File: config.mk
export PLATFORM = sky130hd
export DESIGN_NAME = cis_bcast_switch
export DESIGN_NICKNAME = d
export VERILOG_FILES = /design/src/rtl/cis_pkg.sv /design/src/rtl/cis_pkt_track.sv /design/src/rtl/cis_cfg_reg.sv /design/src/rtl/cis_fanout.sv /design/src/rtl/cis_bcast_switch.sv
export SDC_FILE = /design/constraint.sdc
export NUM_CORES = 1
export LEC_CHECK = 0
export BUFFER_PORTS_ARGS = -buffer_cell sky130_fd_sc_hd__buf_4
export CAP_MARGIN = 20
export CORE_MARGIN = 2
export CORE_UTILIZATION = 25
export CTS_CLUSTER_SIZE = 10
export DETAILED_ROUTE_END_ITERATION = 7
export HOLD_SLACK_MARGIN = 0.02
export PLACE_DENSITY_LB_ADDON = 0.3
export SETUP_SLACK_MARGIN = 0.05
export SKIP_LAST_GASP = 1
export SLEW_MARGIN = 15
export SYNTH_ARGS = -nofsm -noshare
export SYNTH_HDL_FRONTEND = slang
export SYNTH_HIERARCHICAL = 1
export SYNTH_SLANG_ARGS = --single-unit
File: constraint.sdc
create_clock -name clk -period 1.7 [get_ports clk]
set_clock_uncertainty 0.1 [all_clocks]
set_input_delay 0.085 -clock clk [delete_from_list [all_inputs] [get_ports clk]]
set_output_delay 0.085 -clock clk [all_outputs]
set_load 0.01 [all_outputs]
File: src/rtl/cis_pkg.sv
package cis_pkg;

    // Packet framing state seen by the input side of the switch.
    typedef enum logic {
        PKT_IDLE   = 1'b0,
        PKT_ACTIVE = 1'b1
    } pkt_state_e;

    // Upper bound on the port count supported by the mask encoding.
    localparam int unsigned CIS_MAX_PORTS = 16;

endpackage

File: src/rtl/cis_pkt_track.sv
module cis_pkt_track
    import cis_pkg::*;
(
    input  logic clk,
    input  logic rst_ni,
    input  logic beat_fire,
    input  logic beat_last,
    output logic busy_q,
    output logic busy_d
);

    typedef struct packed {
        pkt_state_e state;
    } trk_state_t;

    trk_state_t st_d, st_q;

    always_comb begin
        st_d = st_q;
        if (beat_fire) begin
            st_d.state = beat_last ? PKT_IDLE : PKT_ACTIVE;
        end
    end

    always_ff @(posedge clk or negedge rst_ni) begin
        if (!rst_ni) begin
            st_q <= '{state: PKT_IDLE};
        end else begin
            st_q <= st_d;
        end
    end

    assign busy_q = (st_q.state == PKT_ACTIVE);
    assign busy_d = (st_d.state == PKT_ACTIVE);

    AST_LAST_ENDS_PKT: assert property (@(posedge clk) disable iff (!rst_ni)
        beat_fire && beat_last |=> !busy_q);

    AST_BODY_OPENS_PKT: assert property (@(posedge clk) disable iff (!rst_ni)
        beat_fire && !beat_last |=> busy_q);

    AST_IDLE_WITHOUT_BEAT: assert property (@(posedge clk) disable iff (!rst_ni)
        !busy_q && !beat_fire |=> !busy_q);

endmodule

File: src/rtl/cis_cfg_reg.sv
module cis_cfg_reg #(
    parameter int unsigned NUM_PORTS = 4
) (
    input  logic                 clk,
    input  logic                 rst_ni,
    input  logic                 wr_en,
    input  logic [NUM_PORTS-1:0] wr_mask,
    input  logic                 busy_next,
    output logic [NUM_PORTS-1:0] act_q
);

    typedef struct packed {
        logic [NUM_PORTS-1:0] act;
        logic [NUM_PORTS-1:0] held;
        logic                 held_vld;
    } cfg_state_t;

    cfg_state_t st_d, st_q;

    always_comb begin
        st_d = st_q;
        if (wr_en) begin
            if (busy_next) begin
                // Packet still open after this cycle: park the value.
                st_d.held     = wr_mask;
                st_d.held_vld = 1'b1;
            end else begin
                st_d.act      = wr_mask;
                st_d.held_vld = 1'b0;
            end
        end else if (!busy_next) begin
            if (st_q.held_vld) begin
                st_d.act = st_q.held;
            end
            st_d.held_vld = 1'b0;
        end
    end

    always_ff @(posedge clk or negedge rst_ni) begin
        if (!rst_ni) begin
            st_q <= '{act: '0, held: '0, held_vld: 1'b0};
        end else begin
            st_q <= st_d;
        end
    end

    assign act_q = st_q.act;

    AST_HOLD_WHILE_OPEN: assert property (@(posedge clk) disable iff (!rst_ni)
        busy_next |=> $stable(act_q));

    AST_HELD_ONLY_IN_PKT: assert property (@(posedge clk) disable iff (!rst_ni)
        !busy_next |=> !st_q.held_vld);

endmodule

File: src/rtl/cis_fanout.sv
module cis_fanout #(
    parameter int unsigned NUM_PORTS = 4,
    parameter int unsigned DATA_W    = 32
) (
    input  logic                          clk,
    input  logic                          rst_ni,
    input  logic [NUM_PORTS-1:0]          sel,
    input  logic                          s_valid,
    input  logic [DATA_W-1:0]             s_data,
    input  logic                          s_last,
    output logic                          s_ready,
    output logic [NUM_PORTS-1:0]          m_valid,
    output logic [NUM_PORTS*DATA_W-1:0]   m_data,
    output logic [NUM_PORTS-1:0]          m_last,
    input  logic [NUM_PORTS-1:0]          m_ready,
    output logic                          beat_fire
);

    logic [NUM_PORTS-1:0] port_ok;
    logic                 join_rdy;

    // A port blocks the join only when it is selected and not ready.
    assign port_ok   = m_ready | ~sel;
    assign join_rdy  = &port_ok;
    assign s_ready   = join_rdy;
    assign beat_fire = s_valid && join_rdy;

    for (genvar p = 0; p < NUM_PORTS; p++) begin : g_port
        assign m_valid[p]                   = beat_fire && sel[p];
        assign m_data[p*DATA_W +: DATA_W]   = s_data;
        assign m_last[p]                    = s_last;

        AST_PORT_SEES_INPUT: assert property (@(posedge clk) disable iff (!rst_ni)
            m_valid[p] |-> (m_data[p*DATA_W +: DATA_W] == s_data) && (m_last[p] == s_last));

        AST_PORT_READY_WHEN_VALID: assert property (@(posedge clk) disable iff (!rst_ni)
            m_valid[p] |-> m_ready[p]);
    end

endmodule

File: src/rtl/cis_bcast_switch.sv
module cis_bcast_switch #(
    parameter int unsigned NUM_PORTS = 4,
    parameter int unsigned DATA_W    = 32
) (
    input  logic                        clk,
    input  logic                        rst_ni,
    input  logic                        cfg_we,
    input  logic [NUM_PORTS-1:0]        cfg_mask,
    input  logic                        s_valid,
    input  logic [DATA_W-1:0]           s_data,
    input  logic                        s_last,
    output logic                        s_ready,
    output logic [NUM_PORTS-1:0]        m_valid,
    output logic [NUM_PORTS*DATA_W-1:0] m_data,
    output logic [NUM_PORTS-1:0]        m_last,
    input  logic [NUM_PORTS-1:0]        m_ready,
    output logic                        pkt_busy,
    output logic [NUM_PORTS-1:0]        act_mask
);

    localparam int unsigned MASK_W = NUM_PORTS;

    logic              beat_fire;
    logic              busy_q;
    logic              busy_d;
    logic [MASK_W-1:0] sel_q;

    cis_pkt_track i_track (
        .clk       (clk),
        .rst_ni    (rst_ni),
        .beat_fire (beat_fire),
        .beat_last (s_last),
        .busy_q    (busy_q),
        .busy_d    (busy_d)
    );

    cis_cfg_reg #(.NUM_PORTS(NUM_PORTS)) i_cfg (
        .clk       (clk),
        .rst_ni    (rst_ni),
        .wr_en     (cfg_we),
        .wr_mask   (cfg_mask),
        .busy_next (busy_d),
        .act_q     (sel_q)
    );

    cis_fanout #(.NUM_PORTS(NUM_PORTS), .DATA_W(DATA_W)) i_fan (
        .clk       (clk),
        .rst_ni    (rst_ni),
        .sel       (sel_q),
        .s_valid   (s_valid),
        .s_data    (s_data),
        .s_last    (s_last),
        .s_ready   (s_ready),
        .m_valid   (m_valid),
        .m_data    (m_data),
        .m_last    (m_last),
        .m_ready   (m_ready),
        .beat_fire (beat_fire)
    );

    assign pkt_busy = busy_q;
    assign act_mask = sel_q;

    AST_DROP_WHEN_EMPTY: assert property (@(posedge clk) disable iff (!rst_ni)
        (act_mask == '0) |-> s_ready && (m_valid == '0));

    AST_ALL_OR_NONE: assert property (@(posedge clk) disable iff (!rst_ni)
        (s_valid && s_ready) |-> (m_valid == act_mask));

    AST_NO_VALID_UNSELECTED: assert property (@(posedge clk) disable iff (!rst_ni)
        (m_valid & ~act_mask) == '0);

    AST_VALID_IMPLIES_ACCEPT: assert property (@(posedge clk) disable iff (!rst_ni)
        (m_valid != '0) |-> s_valid && s_ready);

    AST_MASK_FROZEN_IN_PKT: assert property (@(posedge clk) disable iff (!rst_ni)
        pkt_busy && !(s_valid && s_ready && s_last) |=> $stable(act_mask));

    AST_FIRST_BEAT_FREEZES: assert property (@(posedge clk) disable iff (!rst_ni)
        !pkt_busy && s_valid && s_ready && !s_last |=> $stable(act_mask));

    AST_IDLE_WRITE_LANDS: assert property (@(posedge clk) disable iff (!rst_ni)
        cfg_we && !pkt_busy && !(s_valid && s_ready && !s_last) |=> act_mask == $past(cfg_mask));

endmodule

==> impl_metrics.json <==
{
  "rrSetupSlack_ns": -0.02,
  "synthAdderAreaFrac_pct": 0,
  "initial_core_util_pct": 25.5,
  "overflow": 0,
  "path_max_fanout": 7,
  "async_reset_ff_share_pct": 100,
  "status": "complete, but fails checks",
  "rsz0062_at_grt": "true",
  "netlist_area_mm2": 0.00160,
  "worst_pin_slew_ns": 0.351,
  "p_leak_uw": 0.000505,
  "setup_slack_ns": -0.0155,
  "grt.total_usage_pct": 7.62,
  "io_buffers": 26,
  "fmax_mhz": 583,
  "hold_path_class": "input port to primary output",
  "core_mm2": 0.00628,
  "setup_violations": 4,
  "end_kind": "register",
  "syn_to_final_growth_pct": -31.6,
  "numClockSinks": 10,
  "finalCritPeriodShare_pct": 101,
  "syn_inst": 189,
  "stdcell_area_mm2": 0.00109,
  "antenna_cells": 0,
  "final.hold.worst_slack_ns": 0.0700,
  "grt_max_degree": 11,
  "vias": 637,
  "start_kind": "register",
  "synthSimpleGateAreaFrac_pct": 9.84,
  "place_area_um2": 942,
  "layout.nets": 144,
  "failed_checks": "negative setup slack",
  "wirelength_mm": 2.81,
  "globalplace.congestion": 0.695,
  "tns_ns": -0.0524,
  "cts.path.max_buffers": 2,
  "synth_xor_area_share_pct": 0,
  "die_area_mm2": 0.00706,
  "placed_cells": 163,
  "route.detailed.drc": 0,
  "synth-main-ff-cell": "dfrtp_1",
  "synth.most_common_cell": "buf_4",
  "postSynthAreaPerCell_um2": 8.47,
  "wl_per_cell_um": 16.2,
  "place_hpwl_mm": 2.40,
  "fin_crit_ns": 1.72,
  "synth.distinct_cells": 21,
  "synthDominantCellAreaShare_pct": 64.2,
  "drt_iter0_drc": 7,
  "synth_area_leader_cell": "buf_4",
  "synth_compound_area_share_pct": 5.94,
  "synth_edf_count": 0,
  "cp.required_ns": 1.71,
  "drive_above_1_share_pct": 64.9,
  "first_pass_iters": 3,
  "cts_buffers": 3,
  "synth-seq-area-share_pct": 15.6,
  "grt_pass1_wl_mm": 4.17,
  "cts_max_level": 1,
  "powerDensity_mw_per_mm2": 1610,
  "cp.arrival_ns": 1.73,
  "vias_per_cell": 3.66,
  "ant_nets": 0,
  "cts_tree": "done",
  "fp-row-count": 29,
  "io_pins": 187,
  "slew_viol_final": 0,
  "muxShareOfSynthArea_pct": 3.44,
  "maxSlewHeadroom_pct": 76.2,
  "insertion_delay_ns": 0.23,
  "place_ws_ns": -0.0486,
  "cts_root_buf": "clkbuf_8",
  "synth_warnings": 6,
  "antenna_found_initial": 0,
  "synth_area_leaders": "buf_4 64%, dfrtp_1 16%, mux2_1 2.8%",
  "maxCapViolCount": 0,
  "syn-num-nets": 234,
  "vdd_drop_max_mv": 0.814,
  "critPathKind": "register to register",
  "synth_top_family_by_area": "buffers and inverters",
  "hold_viol_final": 0,
  "ys_ff_latch": 10,
  "path_clk_slew_ns": 0.04,
  "die_w_um": 84.0,
  "yosys-top-cells-count": "137 x buf_4, 10 x dfrtp_1, 7 x nor2_1",
  "chipHeight_um": 84.0,
  "fin_cells": 174,
  "grt_pass1_vias": 685
}
-- final cells by class --
cell class	count	area (µm²)
fill	704	5180
inverter	4	17.5
tap	77	96.3
clock buffer	3	41.3
sequential	10	250
multi-input combinational	38	358
timing repair buffer	42	332
-- worst max-delay path, stage by stage, from the launching register on --
cell       delay (ns)
dfrtp_1          0.41
nand2b_4         0.09
o2111ai_4        0.12
nor2_2           0.13
mux2i_1          0.18
buf_4            0.17
nand2_4          0.08
mux2_4           0.30
-- worst paths after layout --
kind	end	startpoint	cells after the start
max	i_cfg/st_q[3]	i_cfg/act_q[3]	7
min	m_data[11]	s_data[11]	0
max reg2reg	i_cfg/st_q[3]	i_cfg/act_q[3]	7
min reg2reg	i_cfg/st_q[1]	i_cfg/st_q[1]	1
max in group asynchronous	i_cfg/st_q[0]	rst_ni	2
min in group asynchronous	i_track/busy_q	rst_ni	2
-- stage by stage --
stage / util, % / total power [µW]
6_report: 17.4 / 1770
5_1_grt: 17.4 / 1920
4_1_cts: 16.9 / 1740
3_5_place_dp: 15.0 / 1400
3_3_place_gp: 15.0 / 1390
2_1_floorplan: - / 1380
-- where the power goes --
part | total (µW) | switching [µW] | internal [µW]
Sequential | 461 | 97.5 | 364
Clock | 235 | 80.8 | 154
Combinational | 1070 | 457 | 614
-- metal layers --
layer,vias up,routed length [µm],global-route usage [%]
met4,0,0,0.587
met2,100,1660,15.2
met3,0,436,5.84
li1,272,-,-
met5,-,0,0
met1,265,718,5.93
-- flip-flops by register name (all words and copies together), names as in the netlist --
| register | flops |
|---|---|
| i_cfg/act_q | 4 |
| i_cfg/st_q | 5 |
| i_track/busy_q | 1 |
-- kinds of logic after synthesis --
kind of cell / count (synthesis)
multiplexers: 5
AND/OR/NAND/NOR: 25
flip-flops: 10
buffers and inverters: 141
AO/OA/AOI/OAI: 8
-- repair_timing --
item | 4_1_cts | 5_1_grt
pin swaps | 3 | 4
hold endpoints to repair | 14 | 0
endpoints found under the setup margin | 8 | 8
setup buffers | 1 | 2
gates resized for setup | 5 | 4
hold buffers | 5 | 0
-- layout by cell type, fill, tap and decap left out, drive strengths merged --
cell / netlist / routed
buf: 137 / 37
dfrtp: 10 / 10
nor2: 7 / 7
dlygate4sd3: 0 / 5
mux2: 4 / 4
nand2b: 4 / 4
nor2b: 4 / 4
o22ai: 4 / 4
inv: 4 / 4
nand2: 4 / 4
clkbuf: 0 / 3
a211oi: 3 / 3
nor3: 2 / 2
or2: 1 / 1
and2: 1 / 1
nor4b: 1 / 1
and2b: 1 / 1
o2111ai: 1 / 1
mux2i: 1 / 1
(Power assumes the default switching activity.)
